File: src/rtl/xcpt_pkg.sv
package xcpt_pkg;

    typedef struct packed {
        logic       trace;    // bit 15
        logic       rsv14;
        logic       sup;      // bit 13
        logic       master;   // bit 12
        logic       rsv11;
        logic [2:0] ipl;      // bits 10:8
        logic [7:0] ccr;      // bits 7:0
    } sr_t;

    localparam logic [15:0] SR_RESET = 16'h2700;

    typedef enum logic [1:0] {
        OP_NONE    = 2'd0,
        OP_SR_SWAP = 2'd1,
        OP_USP_WR  = 2'd2,
        OP_USP_RD  = 2'd3
    } op_e;

    function automatic sr_t entry_sr(input sr_t cur, input logic irq, input logic [2:0] lvl);
        sr_t nxt;
        nxt       = cur;
        nxt.sup   = 1'b1;
        nxt.trace = 1'b0;
        if (irq) begin
            nxt.master = 1'b0;
            nxt.ipl    = lvl;
        end
        return nxt;
    endfunction

endpackage

File: src/rtl/xcpt_cmd_arb.sv
module xcpt_cmd_arb
    import xcpt_pkg::*;
(
    input  logic exc_take,
    input  logic sup,
    input  logic do_swap,
    input  logic do_usp_wr,
    input  logic do_usp_rd,
    output op_e  op,
    output logic viol
);
    logic any_cmd;
    assign any_cmd = do_swap | do_usp_wr | do_usp_rd;

    always_comb begin
        op   = OP_NONE;
        viol = 1'b0;
        if (!exc_take && any_cmd) begin
            if (!sup)           viol = 1'b1;
            else if (do_swap)   op   = OP_SR_SWAP;
            else if (do_usp_wr) op   = OP_USP_WR;
            else                op   = OP_USP_RD;
        end
    end
endmodule

File: src/rtl/xcpt_sr_unit.sv
module xcpt_sr_unit
    import xcpt_pkg::*;
#(
    parameter int          AW       = 32,
    parameter int          FMT_W    = 4,
    parameter logic [3:0]  FMT_CODE = 4'h4
) (
    input  logic             clk,
    input  logic             rst,
    input  logic             exc_req,
    input  logic             exc_irq,
    input  logic [2:0]       irq_lvl,
    input  logic [AW-1:0]    fault_pc,
    input  op_e              op,
    input  logic [15:0]      imm_sr,
    output logic             exc_take,
    output sr_t              sr_q,
    output logic             busy_q,
    output logic             frame_valid,
    output logic             push_valid,
    output sr_t              stk_sr,
    output logic [AW-1:0]    saved_pc,
    output logic [FMT_W-1:0] frame_fmt
);
    assign exc_take = exc_req && !busy_q;

    always_ff @(posedge clk) begin
        if (rst) begin
            sr_q        <= sr_t'(SR_RESET);
            busy_q      <= 1'b0;
            frame_valid <= 1'b0;
            push_valid  <= 1'b0;
            stk_sr      <= '0;
            saved_pc    <= '0;
            frame_fmt   <= '0;
        end else begin
            busy_q      <= exc_take;
            frame_valid <= exc_take;
            push_valid  <= (op == OP_SR_SWAP);
            if (exc_take) begin
                stk_sr    <= sr_q;
                saved_pc  <= fault_pc;
                frame_fmt <= FMT_W'(FMT_CODE);
                sr_q      <= entry_sr(sr_q, exc_irq, irq_lvl);
            end else if (op == OP_SR_SWAP) begin
                stk_sr <= sr_q;
                sr_q   <= sr_t'(imm_sr);
            end
        end
    end


    frame_copy_chk: assert property (@(posedge clk) disable iff (rst)
        exc_take |=> frame_valid && stk_sr == $past(sr_q) && saved_pc == $past(fault_pc));


    entry_mode_chk: assert property (@(posedge clk) disable iff (rst)
        exc_take |=> sr_q.sup && !sr_q.trace);


    irq_mask_chk: assert property (@(posedge clk) disable iff (rst)
        exc_take && exc_irq |=> !sr_q.master && sr_q.ipl == $past(irq_lvl));


    busy_drop_chk: assert property (@(posedge clk) disable iff (rst)
        busy_q |=> !busy_q && !frame_valid);


    swap_load_chk: assert property (@(posedge clk) disable iff (rst)
        op == OP_SR_SWAP |=> push_valid && sr_q == $past(sr_t'(imm_sr)) && stk_sr == $past(sr_q));
endmodule

File: src/rtl/xcpt_sp_bank.sv
module xcpt_sp_bank
    import xcpt_pkg::*;
#(
    parameter int AW = 32
) (
    input  logic          clk,
    input  logic          rst,
    input  logic          sup,
    input  op_e           op,
    input  logic [AW-1:0] usp_wdata,
    input  logic          asp_wr,
    input  logic [AW-1:0] asp_wdata,
    output logic [AW-1:0] active_sp,
    output logic [AW-1:0] usp_rd_data,
    output logic          usp_rd_valid
);
    logic [AW-1:0] usp_q;
    logic [AW-1:0] ssp_q;

    always_ff @(posedge clk) begin
        if (rst) begin
            usp_q        <= '0;
            ssp_q        <= '0;
            usp_rd_data  <= '0;
            usp_rd_valid <= 1'b0;
        end else begin
            usp_rd_valid <= (op == OP_USP_RD);
            if (op == OP_USP_RD) usp_rd_data <= usp_q;
            if (op == OP_USP_WR)        usp_q <= usp_wdata;
            else if (asp_wr && !sup)    usp_q <= asp_wdata;
            if (asp_wr && sup)          ssp_q <= asp_wdata;
        end
    end

    assign active_sp = sup ? ssp_q : usp_q;


    usp_load_chk: assert property (@(posedge clk) disable iff (rst)
        op == OP_USP_WR |=> usp_q == $past(usp_wdata) && $stable(ssp_q));


    ssp_write_chk: assert property (@(posedge clk) disable iff (rst)
        asp_wr && sup |=> ssp_q == $past(asp_wdata));


    usp_read_chk: assert property (@(posedge clk) disable iff (rst)
        op == OP_USP_RD |=> usp_rd_valid && usp_rd_data == $past(usp_q));
endmodule

File: src/rtl/xcpt_entry_ctl.sv
module xcpt_entry_ctl
    import xcpt_pkg::*;
#(
    parameter int         AW       = 32,
    parameter int         FMT_W    = 4,
    parameter logic [3:0] FMT_CODE = 4'h4
) (
    input  logic             clk,
    input  logic             rst,
    input  logic             exc_req,
    input  logic             exc_irq,
    input  logic [2:0]       irq_lvl,
    input  logic [AW-1:0]    fault_pc,
    input  logic             usp_rd,
    input  logic             usp_wr,
    input  logic [AW-1:0]    usp_wdata,
    input  logic             sr_swap,
    input  logic [15:0]      imm_sr,
    input  logic             asp_wr,
    input  logic [AW-1:0]    asp_wdata,
    output logic [15:0]      sr_out,
    output logic             super_mode,
    output logic [AW-1:0]    active_sp,
    output logic             busy,
    output logic             frame_valid,
    output logic             push_valid,
    output logic [15:0]      stk_sr,
    output logic [AW-1:0]    saved_pc,
    output logic [FMT_W-1:0] frame_fmt,
    output logic [AW-1:0]    usp_rd_data,
    output logic             usp_rd_valid,
    output logic             priv_viol
);
    sr_t  sr_cur;
    sr_t  stk_word;
    op_e  op;
    logic exc_take;
    logic viol;
    logic viol_q;

    xcpt_cmd_arb u_arb (
        .exc_take  (exc_take),
        .sup       (sr_cur.sup),
        .do_swap   (sr_swap),
        .do_usp_wr (usp_wr),
        .do_usp_rd (usp_rd),
        .op        (op),
        .viol      (viol)
    );

    xcpt_sr_unit #(.AW(AW), .FMT_W(FMT_W), .FMT_CODE(FMT_CODE)) u_sr (
        .clk         (clk),
        .rst         (rst),
        .exc_req     (exc_req),
        .exc_irq     (exc_irq),
        .irq_lvl     (irq_lvl),
        .fault_pc    (fault_pc),
        .op          (op),
        .imm_sr      (imm_sr),
        .exc_take    (exc_take),
        .sr_q        (sr_cur),
        .busy_q      (busy),
        .frame_valid (frame_valid),
        .push_valid  (push_valid),
        .stk_sr      (stk_word),
        .saved_pc    (saved_pc),
        .frame_fmt   (frame_fmt)
    );

    xcpt_sp_bank #(.AW(AW)) u_sp (
        .clk          (clk),
        .rst          (rst),
        .sup          (sr_cur.sup),
        .op           (op),
        .usp_wdata    (usp_wdata),
        .asp_wr       (asp_wr),
        .asp_wdata    (asp_wdata),
        .active_sp    (active_sp),
        .usp_rd_data  (usp_rd_data),
        .usp_rd_valid (usp_rd_valid)
    );

    always_ff @(posedge clk) begin
        if (rst) viol_q <= 1'b0;
        else     viol_q <= viol;
    end

    assign sr_out     = sr_cur;
    assign stk_sr     = stk_word;
    assign super_mode = sr_cur.sup;
    assign priv_viol  = viol_q;


    viol_hold_chk: assert property (@(posedge clk) disable iff (rst)
        viol_q |-> $stable(sr_cur) && !usp_rd_valid && !push_valid);


    collide_chk: assert property (@(posedge clk) disable iff (rst)
        exc_take |=> !priv_viol && !push_valid && !usp_rd_valid);
endmodule

File: config.mk
export PLATFORM = sky130hd
export DESIGN_NAME = xcpt_entry_ctl
export DESIGN_NICKNAME = d
export VERILOG_FILES = /design/src/rtl/xcpt_pkg.sv /design/src/rtl/xcpt_cmd_arb.sv /design/src/rtl/xcpt_sr_unit.sv /design/src/rtl/xcpt_sp_bank.sv /design/src/rtl/xcpt_entry_ctl.sv
export SDC_FILE = /design/constraint.sdc
export NUM_CORES = 1
export LEC_CHECK = 0
export BUFFER_PORTS_ARGS = -buffer_cell sky130_fd_sc_hd__buf_2
export CORE_MARGIN = 3
export CORE_UTILIZATION = 45
export DETAILED_ROUTE_END_ITERATION = 8
export GPL_TIMING_DRIVEN = 0
export PLACE_DENSITY = 0.72
export SKIP_LAST_GASP = 1
export SYNTH_ARGS = -nofsm -noshare
export SYNTH_HDL_FRONTEND = slang
export SYNTH_SLANG_ARGS = --single-unit
File: constraint.sdc
create_clock -name clk -period 1.55 [get_ports clk]
set_clock_uncertainty 0.2 [all_clocks]
set_input_delay 0.155 -clock clk [delete_from_list [all_inputs] [get_ports clk]]
set_output_delay 0.155 -clock clk [all_outputs]
set_load 0.005 [all_outputs]
==> results.md, run 1 <==
* Status: finished with violations
* Violated checks: negative hold slack, negative setup slack
* Min-Delay Path Class: input pin to register
* Setup_tns at -29.86 ns
* Initial Util at 46.4%
* Simple-gate share of the synthesized area at 18.0%
* Top cells by area, synth: dfxtp_1 46%, a21oi_1 8.7%, nand2_1 8.7%
* Slew @ Worst Pin at 1.12 ns
* FILL cells at 834
* Max VDD drop at 0.000810 V
* Vias in the first global route at 8230
* Worst stage delay on the critical path at 0.37 ns
* Critical R2R Capture: u_sp.usp_q[18]$_SDFFE_PP0P_
* Worst path slowest cell: dfxtp_4
* Crit-path cells: buf_12 -> clkbuf_16 -> mux2_4 -> buf_6
* Number of antenna-violating nets in the routed design at 0
* Setup Crit Path Kind: register to primary output
* Synth top area share at 46.5%
* Crit-path leading delay family: buffers and inverters
* Post-synth ARST share at 0%
* Layout cells sized above 1 at 45.1%
* Crit path time final at 1.94 ns
* CTS sink cnt at 165
* Gr ovfl total at 0
* Synth Area in Adders at 0%
* Warnings, synthesis at 0
* Largest fanout on the critical path at 7
* CORE AREA at 15300 µm²
* Main combinational cell family by area after synthesis: compound AO/OA/AOI/OAI gates
* Die X at 132 µm
* Worst R2R Setup Slack at -0.31 ns
* Die Y at 132 µm
* Synth top cells by count: 165 x dfxtp_1, 164 x nand2_1, 123 x a21oi_1
* DP HPWL at 18100 µm
* Slew Limit Fails at 0
* Pwr Density at 891 nW/µm²
* Number of DRC markers in iteration 0 at 1227
* WP depth at 4
* Primary FF master, synth: dfxtp_1
* First-pass GRT wire length at 43600 µm
* Post-synthesis mux area share at 5.07%
* Most common cell in the synthesized netlist: dfxtp_1
* Worst reg2reg path depth at 7
* H-tree depth at 4
* Largest net degree at the start of global routing at 17
* Met2 Resource Use GR at 53.0%
* Post-synthesis register bit count at 165
* Total of max-cap violations at 0
* Avg Inst Size Synth at 8.50 µm²
* Worst-path clk slew at 0.07 ns
* Post-Synth XOR/XNOR Area at 0%
* Leak at 5.21 nW
* Worst EP required at 1.19 ns
* Met3 Track Usage GR at 7.50%
* Max frequency at 516 MHz
* RSZ-0062 raised after global routing: yes
* Most Used Layer, Global Route: met2
* CP Launch Point: u_sr.sr_q[13]$_SDFFE_PP1N_
* Initial antenna violation count at 3
* PortBufs at 255
* Post-Synthesis Cells at 836
* Clock Latency Late Sink at 0.44 ns
* Total Power at 0.0113 W
* Clock Path Buffers at 2
* Setup-failing EPs final at 160
* Worst flop-to-flop path startpoint: u_sr.sr_q[13]$_SDFFE_PP1N_
* Setup ws final at -0.390 ns
* Area Overhead vs Synth at 78.4%
* Via/cell ratio at 6.03
* GRT met1 Usage at 38.4%
* DR WL/cell at 22.2 µm
* CTS tree: built
* Row count at 45
* Num CTS Buffers at 17
* GRT Total Usage at 31.0%
* WL final at 33300 µm
* Die ar. at 17300 µm²
* Worst Setup EP: active_sp[27]
* DR vias at 9024
* Final hold viol count at 1
* GPL Wtd Cong at 0.877
* Part of the cycle the worst path needs at 125%
* Number of buffers and inverters on the critical path at 3
* Slew headroom at 25.3%
* Register area share after synthesis at 46.5%
* Post-synth EDFFs at 0
* Final layout net count at 1393
* Pre-antenna DRT Iters at 9
* Residual DRC at 0
* WP data arrival at 1.58 ns
* Yosys cell types at 35
* Root Buffer Master: clkbuf_16
* Compound-cell area share of the yosys netlist at 22.0%
* Crit path launch type: register
* Largest area contributor in the netlist: dfxtp_1
* Worst setup EP type: primary output
* Synthesized cell area at 7100 µm²
* Hold Slack at -0.0212 ns
* Io pins at 261
-- per-layer routing --
metal / vias to the layer above / part of all wire [%]
met5: - / 0.081
met4: 4 / 4.6
met3: 168 / 8.7
met2: 665 / 49
met1: 4277 / 37
li1: 3910 / -
-- timing repair --
| item | in CTS | in global routing |
|---|---|---|
| hold buffers | 121 | 0 |
| endpoints found under the hold margin | 114 | 0 |
| pin swaps | 32 | 97 |
| endpoints found under the setup margin | 196 | 187 |
| gates cloned | 4 | 13 |
| resized for setup | 88 | 342 |
| setup buffers | 6 | 15 |
-- tightest hold or removal path, cell delays in order --
cell	delay, ns
buf_2	0.19
nor3_1	0.10
nor4_2	0.11
-- cell usage in the layout (no fill, tap or decap), drive strengths merged, types with 32 or more instances in the layout --
master,count
o311ai,32
mux2,32
nand4,64
clkbuf,55
dlygate4sd3,120
a21oi,123
buf,360
a31oi,32
nand2,164
dfxtp,165
o31ai,33
-- flip-flops by register name, indices dropped and copies added, names as in the netlist --
signal,cells
priv_viol,1
u_sp.usp_rd_valid,1
u_sr.push_valid,1
u_sr.sr_q,16
u_sr.frame_fmt,1
u_sr.busy_q,1
u_sr.saved_pc,32
u_sp.ssp_q,32
u_sp.usp_q,32
u_sr.stk_sr,16
u_sp.usp_rd_data,32
-- area by class of cell --
| cell class | instances | area [µm²] | area share [%] |
|---|---|---|---|
| Antenna cell | 2 | 5.00 | 0.0395 |
| Buffer | 104 | 956 | 7.54 |
| Clock buffer | 18 | 429 | 3.39 |
| Clock inverter | 14 | 153 | 1.20 |
| Inverter | 2 | 7.51 | 0.0592 |
| Multi-Input combinational cell | 567 | 4380 | 34.6 |
| Sequential cell | 165 | 3310 | 26.1 |
| Tap cell | 211 | 264 | 2.08 |
| Timing Repair Buffer | 413 | 3170 | 25.0 |
-- through the flow --
step / hold slack [ns] / cell area (µm²) / instances / util [%] / setup slack, ns
finish: -0.0212 / 12700 / 1496 / 82.8 / -0.390
detailed placement: 0.186 / 8650 / 1304 / 56.5 / -0.415
global placement: 0.180 / 8650 / 1304 / 56.5 / -0.438
CTS: 0.0411 / 10800 / 1467 / 70.4 / -0.373
floorplan: 0.0890 / 7110 / 838 / - / 0.0375
global route: 0.0590 / 12700 / 1495 / 82.7 / -0.397
-- cell families (layout without fill, tap and decap cells) --
group	after synthesis	after routing
simple gates	275	275
compound gates	257	257
flops	165	165
buf+inv	106	551
mux	32	32
other cells	1	5
-- report_power, final --
part           leakage [nW]  switching (W)  total [W]  internal (W)
Sequential             1.35       0.000176    0.00461       0.00443
Clock                 0.279        0.00195    0.00434       0.00239
Combinational          3.58        0.00120    0.00234       0.00113
-- worst min path at each step --
stage	end	slack, ns	depth (start not counted)	startpoint
floorplan	u_sr.sr_q[13]$_SDFFE_PP1N_	0.09	2	imm_sr[13]
global placement	u_sr.sr_q[10]$_SDFFE_PP1P_	0.18	2	imm_sr[10]
detailed placement	u_sr.sr_q[10]$_SDFFE_PP1P_	0.19	2	imm_sr[10]
CTS	u_sr.sr_q[12]$_SDFFE_PP0P_	0.04	4	exc_req
global route	priv_viol$_SDFF_PP0_	0.06	3	sr_swap
finish	priv_viol$_SDFF_PP0_	-0.02	3	usp_wr
Note: power is estimated with default switching activity, not from simulation.
==> run 2, diff against run 1 <==
SETUP_SLACK_MARGIN = 0.1   (was unset)
SYNTH_HIERARCHICAL = 1   (was unset)
==> run 2 against run 1 <==
  * The flow finishes with violations (negative setup slack)
  * Worst hold slack better by 0.14 ns
  * Via count is 7.1% lower
  * Die area is 3.5% lower
  * Clock power hardly changed
  * Global-route usage is 1.7 points higher
  * Synthesized cell count is 2.6% lower
  * Sequential share of layout area is 1.1 points higher
  * Maximum frequency is 12% lower
  * Largest cell class is now buffers
==> results.md, run 2 <==
* Status: finished with violations
* Violated checks: negative setup slack
* GRT Total Usage at 32.7% (+1.7 points)
* Multi-input logic area at 3720 µm² (-15%)
* Row count at 44 (-2.2%)
* DP HPWL at 15800 µm (-13%)
* WP data arrival at 2.28 ns (+0.70 ns)
* Residual DRC at 0 (unchanged)
* Max VDD drop at 0.000805 V (-0.62%)
* Max frequency at 453 MHz (-12%)
* Largest area contributor in the netlist: dfxtp_1
* Synthesized cell area at 6850 µm² (-3.6%)
* DR WL/cell at 21.3 µm (-4.0%)
* Final layout net count at 1379 (-1.0%)
* Crit path time final at 2.21 ns (+0.269 ns)
* Slew headroom at 40.7% (+15 points)
* Initial antenna violation count at 1 (-2)
* Met2 Resource Use GR at 56.7% (+3.7 points)
* Largest fanout on the critical path at 8 (+1)
* Worst-path clk slew at 0.07 ns (about the same)
* Sw Ratio at 28.4% (-1.1 points)
* Register Area at 3310 µm² (about the same)
* Worst reg2reg path depth at 11 (+4)
* Worst R2R Setup Slack at -0.66 ns (-0.35 ns)
* Warnings, synthesis at 6 (+6)
* Setup ws final at -0.658 ns (-0.269 ns)
* Avg Inst Size Synth at 8.41 µm² (-1.0%)
* Part of the cycle the worst path needs at 142% (+17 points)
* P_sw at 0.00332 W (-0.21%)
* Top cells by area, synth: dfxtp_1 48%, nand2_1 14%, a21oi_1 9.0%
* Die ar. at 16700 µm² (-3.5%)
* First-pass GRT wire length at 42900 µm (-1.7%)
* Final hold viol count at 0 (-1)
* Yosys cell types at 34 (-2.9%)
* Worst setup EP type: register
* CTS tree: built
* CTS sink cnt at 165 (unchanged)
* RSZ-0062 raised after global routing: yes
* Post-synthesis register bit count at 165 (unchanged)
* Dpl cells at 1257 (-3.6%)
* Num CTS Buffers at 17 (unchanged)
* PortBufs at 257 (+0.78%)
* Slew @ Worst Pin at 0.889 ns (-0.231 ns)
* Leak at 5.45 nW (+4.6%)
* Io pins at 261 (unchanged)
* Primary FF master, synth: dfxtp_1
* Setup Crit Path Kind: register to register
* Number of DRC markers in iteration 0 at 754 (-39%)
* Post-synth ARST share at 0% (unchanged)
* CORE AREA at 14700 µm² (-4.0%)
* Pint at 0.00838 W (+5.2%)
* Post-route cell area at 12200 µm² (-4.0%)
* Critical R2R Capture: u_sp/usp_q[13]$_SDFFE_PP0P_
* GPL Wtd Cong at 0.840 (-4.3%)
* Commonest non-fill, non-tap cell in the layout: buf_2
* Clock power share at 37.0% (-1.5 points)
* Pre-antenna DRT Iters at 7 (-2)
* CP Launch Point: u_sr/frame_valid$_SDFF_PP0_
* Largest net degree at the start of global routing at 17 (unchanged)
* Total of max-cap violations at 0 (unchanged)
* Fraction of power consumed by combinational cells at 22.8% (+2.1 points)
* Slew Limit Fails at 0 (unchanged)
* Min-Delay Path Class: input pin to register
* Clock Latency Late Sink at 0.43 ns (about the same)
* Met3 Track Usage GR at 7.21% (-0.29 points)
* WL final at 31000 µm (-6.7%)
* GRT met1 Usage at 37.4% (-1.1 points)
* Post-Synthesis Cells at 814 (-2.6%)
* Most frequent cells in the layout: 231 x buf_2, 224 x nand2_1, 163 x dfxtp_1
* Worst EP required at 1.63 ns (+0.44 ns)
* Fin cells at 1455 (-2.7%)
* Worst Setup EP: u_sp/usp_q[13]$_SDFFE_PP0P_
* Vias in the first global route at 8176 (-0.66%)
* Most common cell in the synthesized netlist: nand2_1
* Root Buffer Master: clkbuf_16
* Die X at 129 µm (-1.7%)
* Via/cell ratio at 5.76 (-4.5%)
* Die Y at 129 µm (-1.7%)
* Setup-failing EPs final at 135 (-16%)
* Pwr Density at 962 nW/µm² (+8.0%)
* Post-synth EDFFs at 0 (unchanged)
* Post-Place Cell Area at 8540 µm² (-1.3%)
* H-tree depth at 4 (unchanged)
* Gr ovfl total at 0 (unchanged)
* Flop pwr share at 40.1% (-0.7 points)
* FILL cells at 781 (-6.4%)
* Number of antenna-violating nets in the routed design at 0 (unchanged)
* Crit path launch type: register
* Layout cells sized above 1 at 45.8% (+0.66 points)
* Register area share after synthesis at 48.2% (+1.8 points)
* Synth top cells by count: 261 x nand2_1, 165 x dfxtp_1, 123 x a21oi_1
* Worst flop-to-flop path startpoint: u_sr/frame_valid$_SDFF_PP0_
* Most Used Layer, Global Route: met2
* Clock Path Buffers at 2 (unchanged)
* DR vias at 8384 (-7.1%)
* Initial Util at 46.6% (+0.19 points)
* Synth top area share at 48.2% (+1.8 points)
* Area Overhead vs Synth at 77.6%
## run 2: repair_timing
| action | in CTS | in global routing |
|---|---|---|
| gates resized for setup | 190 | 143 |
| pin swaps | 35 | 25 |
| setup buffers | 28 | 4 |
| gates cloned | 13 | 5 |
| hold endpoints to repair | 114 | 0 |
| hold buffers | 119 | 0 |
| setup endpoints to repair | 163 | 197 |
## run 2: power groups by stage
stage | logic, W | clock network [W] | registers [W]
3_5_place_dp | 0.00158 | 0 | 0.00473
5_1_grt | 0.00280 | 0.00449 | 0.00471
4_1_cts | 0.00234 | 0.00431 | 0.00465
3_3_place_gp | 0.00156 | 0 | 0.00472
6_report | 0.00267 | 0.00433 | 0.00469
2_1_floorplan | 0.000966 | 0 | 0.00471
## run 2: worst max-delay path, cell delays in order, from the launching register on
cell and delay (ns):
dfxtp_2 0.33, nand2b_4 0.14, inv_6 0.04, buf_8 0.11, nand2b_4 0.15, a21oi_4 0.15
buf_4 0.15, nor2b_4 0.05, buf_12 0.15, clkbuf_16 0.16, nor3_1 0.36, a311oi_2 0.08
## run 2: layout make-up
| cell class | instances | share of cell area [%] |
|---|---|---|
| Buffer | 78 | 7.44 |
| Inverter | 3 | 0.134 |
| Clock inverter | 13 | 1.18 |
| Timing Repair Buffer | 422 | 27.8 |
| Clock buffer | 19 | 3.72 |
| Multi-Input combinational cell | 569 | 30.6 |
| Tap cell | 184 | 1.89 |
| Sequential cell | 165 | 27.2 |
| Antenna cell | 2 | 0.0412 |
## run 2: routing by layer
| layer | vias up | part of all wire [%] |
|---|---|---|
| met5 | - | 0 |
| met4 | 0 | 6.1 |
| met3 | 173 | 9.0 |
| met2 | 638 | 50 |
| met1 | 3933 | 35 |
| li1 | 3640 | - |
## run 2: logic make-up after synthesis
kind of cell	synth area share, %
AND/OR/NAND/NOR	20.9
AO/OA/AOI/OAI	18.7
flip-flops	48.2
buffers and inverters	6.40
multiplexers	5.76
other	0.0548
## run 2: worst min-delay path by stage
| stage | to | start | slack, ns | cells after the start |
|---|---|---|---|---|
| floorplan | priv_viol$_SDFF_PP0_ | rst | 0.02 | 1 |
| global placement | priv_viol$_SDFF_PP0_ | rst | 0.16 | 2 |
| detailed placement | priv_viol$_SDFF_PP0_ | rst | 0.17 | 2 |
| CTS | priv_viol$_SDFF_PP0_ | usp_wr | 0.07 | 4 |
| global route | u_sp/ssp_q[0]$_SDFFE_PP0P_ | asp_wr | 0.14 | 5 |
| finish | u_sp/ssp_q[0]$_SDFFE_PP0P_ | asp_wr | 0.12 | 5 |
## run 2: stage by stage
stage	TNS (ns)	hold slack (ns)	util, %	total power [W]	worst slack [ns]
5_1_grt	-71.91	0.139	82.7	0.0120	-0.740
4_1_cts	-60.98	0.0733	79.2	0.0113	-0.563
3_5_place_dp	-70.37	0.167	58.1	0.00631	-0.805
3_3_place_gp	-67.87	0.165	58.1	0.00629	-0.780
6_report	-63.98	0.120	82.7	0.0117	-0.658
2_1_floorplan	-35.39	0.0193	-	0.00568	-0.517
==> run 3, diff against run 2 <==
SYNTH_HIERARCHICAL = unset   (was 1)
==> run 3 against run 2 <==
  * The run still ends with negative setup slack left
  * Global-route usage grew 0.61 points
  * First-iteration DRC count grew 56%
  * Worst hold slack lost 0.045 ns
  * Largest cell class is now multi-input gates
==> results.md, run 3 (synthesis gave the netlist of run 1 again) <==
* Status: finished with violations
* Violated checks: negative setup slack
* Min-Delay Path Class: input pin to register
* Die Y at 132 µm (+1.8%)
* Slew @ Worst Pin at 1.03 ns (+0.143 ns)
* Max frequency at 512 MHz (+13%)
* Part of the cycle the worst path needs at 126% (-17 points)
* Clock Path Buffers at 2 (unchanged)
* Slew Limit Fails at 0 (unchanged)
* Area Overhead vs Synth at 89.1%
* Io pins at 261 (unchanged)
* Most frequent CP cell: buf_12
* CTS tree: built
* Most frequent cells in the layout: 248 x buf_2, 163 x dfxtp_1, 130 x nand2_1
* FILL cells at 688 (-12%)
* Largest net degree at the start of global routing at 17 (unchanged)
* Total Power at 0.0118 W (+0.61%)
* GRT Total Usage at 33.3% (+0.61 points)
* WL final at 36500 µm (+17%)
* Num CTS Buffers at 17 (unchanged)
* Leak at 5.41 nW (-0.80%)
* WP data arrival at 1.60 ns (-0.68 ns)
* Max VDD drop at 0.000815 V (+1.3%)
* CTS sink cnt at 165 (unchanged)
* Worst-path clk slew at 0.07 ns (about the same)
* Final layout net count at 1403 (+1.7%)
* Via/cell ratio at 6.24 (+8.2%)
* Residual DRC at 0 (unchanged)
* Number of antenna-violating nets in the routed design at 0 (unchanged)
* Worst path slowest cell: dfxtp_4
* GPL Wtd Cong at 0.850 (+1.2%)
* Final hold viol count at 0 (unchanged)
* H-tree depth at 4 (unchanged)
* Vias in the first global route at 8549 (+4.6%)
* Setup-failing EPs final at 163 (+21%)
* Clock Latency Late Sink at 0.44 ns (about the same)
* RSZ-0062 raised after global routing: yes
* PortBufs at 255 (-0.78%)
* Die ar. at 17300 µm² (+3.6%)
* Largest fanout on the critical path at 7 (-1)
* Initial antenna violation count at 3 (+2)
* CORE AREA at 15300 µm² (+4.2%)
* DR WL/cell at 24.2 µm (+13%)
* First-pass GRT wire length at 46700 µm (+8.9%)
* Layout cells sized above 1 at 50.3% (+4.5 points)
* Crit path time final at 1.95 ns (-0.257 ns)
* Setup Crit Path Kind: register to primary output
* Total of max-cap violations at 0 (unchanged)
* Initial Util at 46.4% (-0.19 points)
* Slew headroom at 31.2% (-9.5 points)
* Die X at 132 µm (+1.8%)
* Worst EP required at 1.19 ns (-0.44 ns)
* Worst setup EP type: primary output
* DR vias at 9390 (+12%)
* Commonest non-fill, non-tap cell in the layout: buf_2
* Setup ws final at -0.401 ns (+0.257 ns)
* Pre-antenna DRT Iters at 9 (+2)
* Row count at 45 (+2.3%)
* Post-route cell area at 13400 µm² (+10%)
* Setup_tns at -35.98 ns (+28.00 ns)
* Crit-path cells: buf_12 -> buf_12 -> mux2_2 -> buf_2
* Pwr Density at 876 nW/µm² (-8.9%)
* Post-Place Cell Area at 8650 µm² (+1.3%)
* DP HPWL at 17800 µm (+13%)
* Worst stage delay on the critical path at 0.37 ns (about the same)
* Crit path launch type: register
* Number of DRC markers in iteration 0 at 1174 (+56%)
* Gr ovfl total at 0 (unchanged)
* Root Buffer Master: clkbuf_16
==> run 3: final timing paths <==
kind / start / end / slack, ns / depth (start not counted)
hold / removal: sr_swap / priv_viol$_SDFF_PP0_ / 0.07 / 3
setup reg to reg: u_sr.sr_q[13]$_SDFFE_PP1N_ / u_sr.stk_sr[12]$_SDFFE_PP0P_ / -0.37 / 9
hold reg to reg: u_sr.saved_pc[29]$_SDFFE_PP0P_ / u_sr.saved_pc[29]$_SDFFE_PP0P_ / 0.25 / 2
setup / recovery: u_sr.sr_q[13]$_SDFFE_PP1N_ / active_sp[19] / -0.40 / 4
==> run 3: final cells by class <==
type / instances / area, µm² / area share, %
Multi-Input combinational cell: 567 / 4830 / 36.0
Timing Repair Buffer: 423 / 3380 / 25.1
Sequential cell: 165 / 3310 / 24.6
Buffer: 104 / 1030 / 7.65
Clock buffer: 18 / 439 / 3.27
Tap cell: 211 / 264 / 1.96
Clock inverter: 14 / 174 / 1.29
Inverter: 2 / 7.51 / 0.0559
Antenna cell: 2 / 5.00 / 0.0373
==> run 3: per-layer routing <==
layer  wire, µm  track usage [%]  part of all wire, %  up-vias
met5          7                0                0.019        -
met4       2260             13.6                  6.2        2
met2      17700             54.8                   49      743
li1           -                -                    -     3945
met3       3610             7.89                  9.9      208
met1      12900             42.1                   35     4492
==> run 3: critical path: cells and delay by family (launching register included) <==
kind	cells	cell delay [ns]
flip-flops	1	0.37
buffers and inverters	3	0.42
multiplexers	1	0.35
==> run 3: what timing repair did <==
item                                   in CTS  in global routing
resized for setup                         238                293
hold buffers                              120                  0
setup endpoints to repair                 195                193
setup buffers                              18                 12
gates cloned                               16                  6
pin swaps                                  76                120
endpoints found under the hold margin     114                  0
==> run 3: metrics by stage <==
step                      hold slack, ns  setup slack [ns]  utilization [%]  std cells
after global placement             0.183            -0.293             56.5       1304
final                             0.0744            -0.401             87.7       1506
after CTS                         0.0162            -0.352             77.4       1490
after global routing               0.101            -0.403             87.7       1506
after detailed placement           0.182            -0.291             56.5       1304
after floorplan                   0.0889             0.118                -        838
==> run 3: power by group <==
| group | switching [W] | internal [W] | total, W |
|---|---|---|---|
| clock network | 0.00194 | 0.00259 | 0.00454 |
| logic | 0.00136 | 0.00125 | 0.00262 |
| registers | 0.000177 | 0.00443 | 0.00461 |
| total | 0.00349 | 0.00828 | 0.0118 |
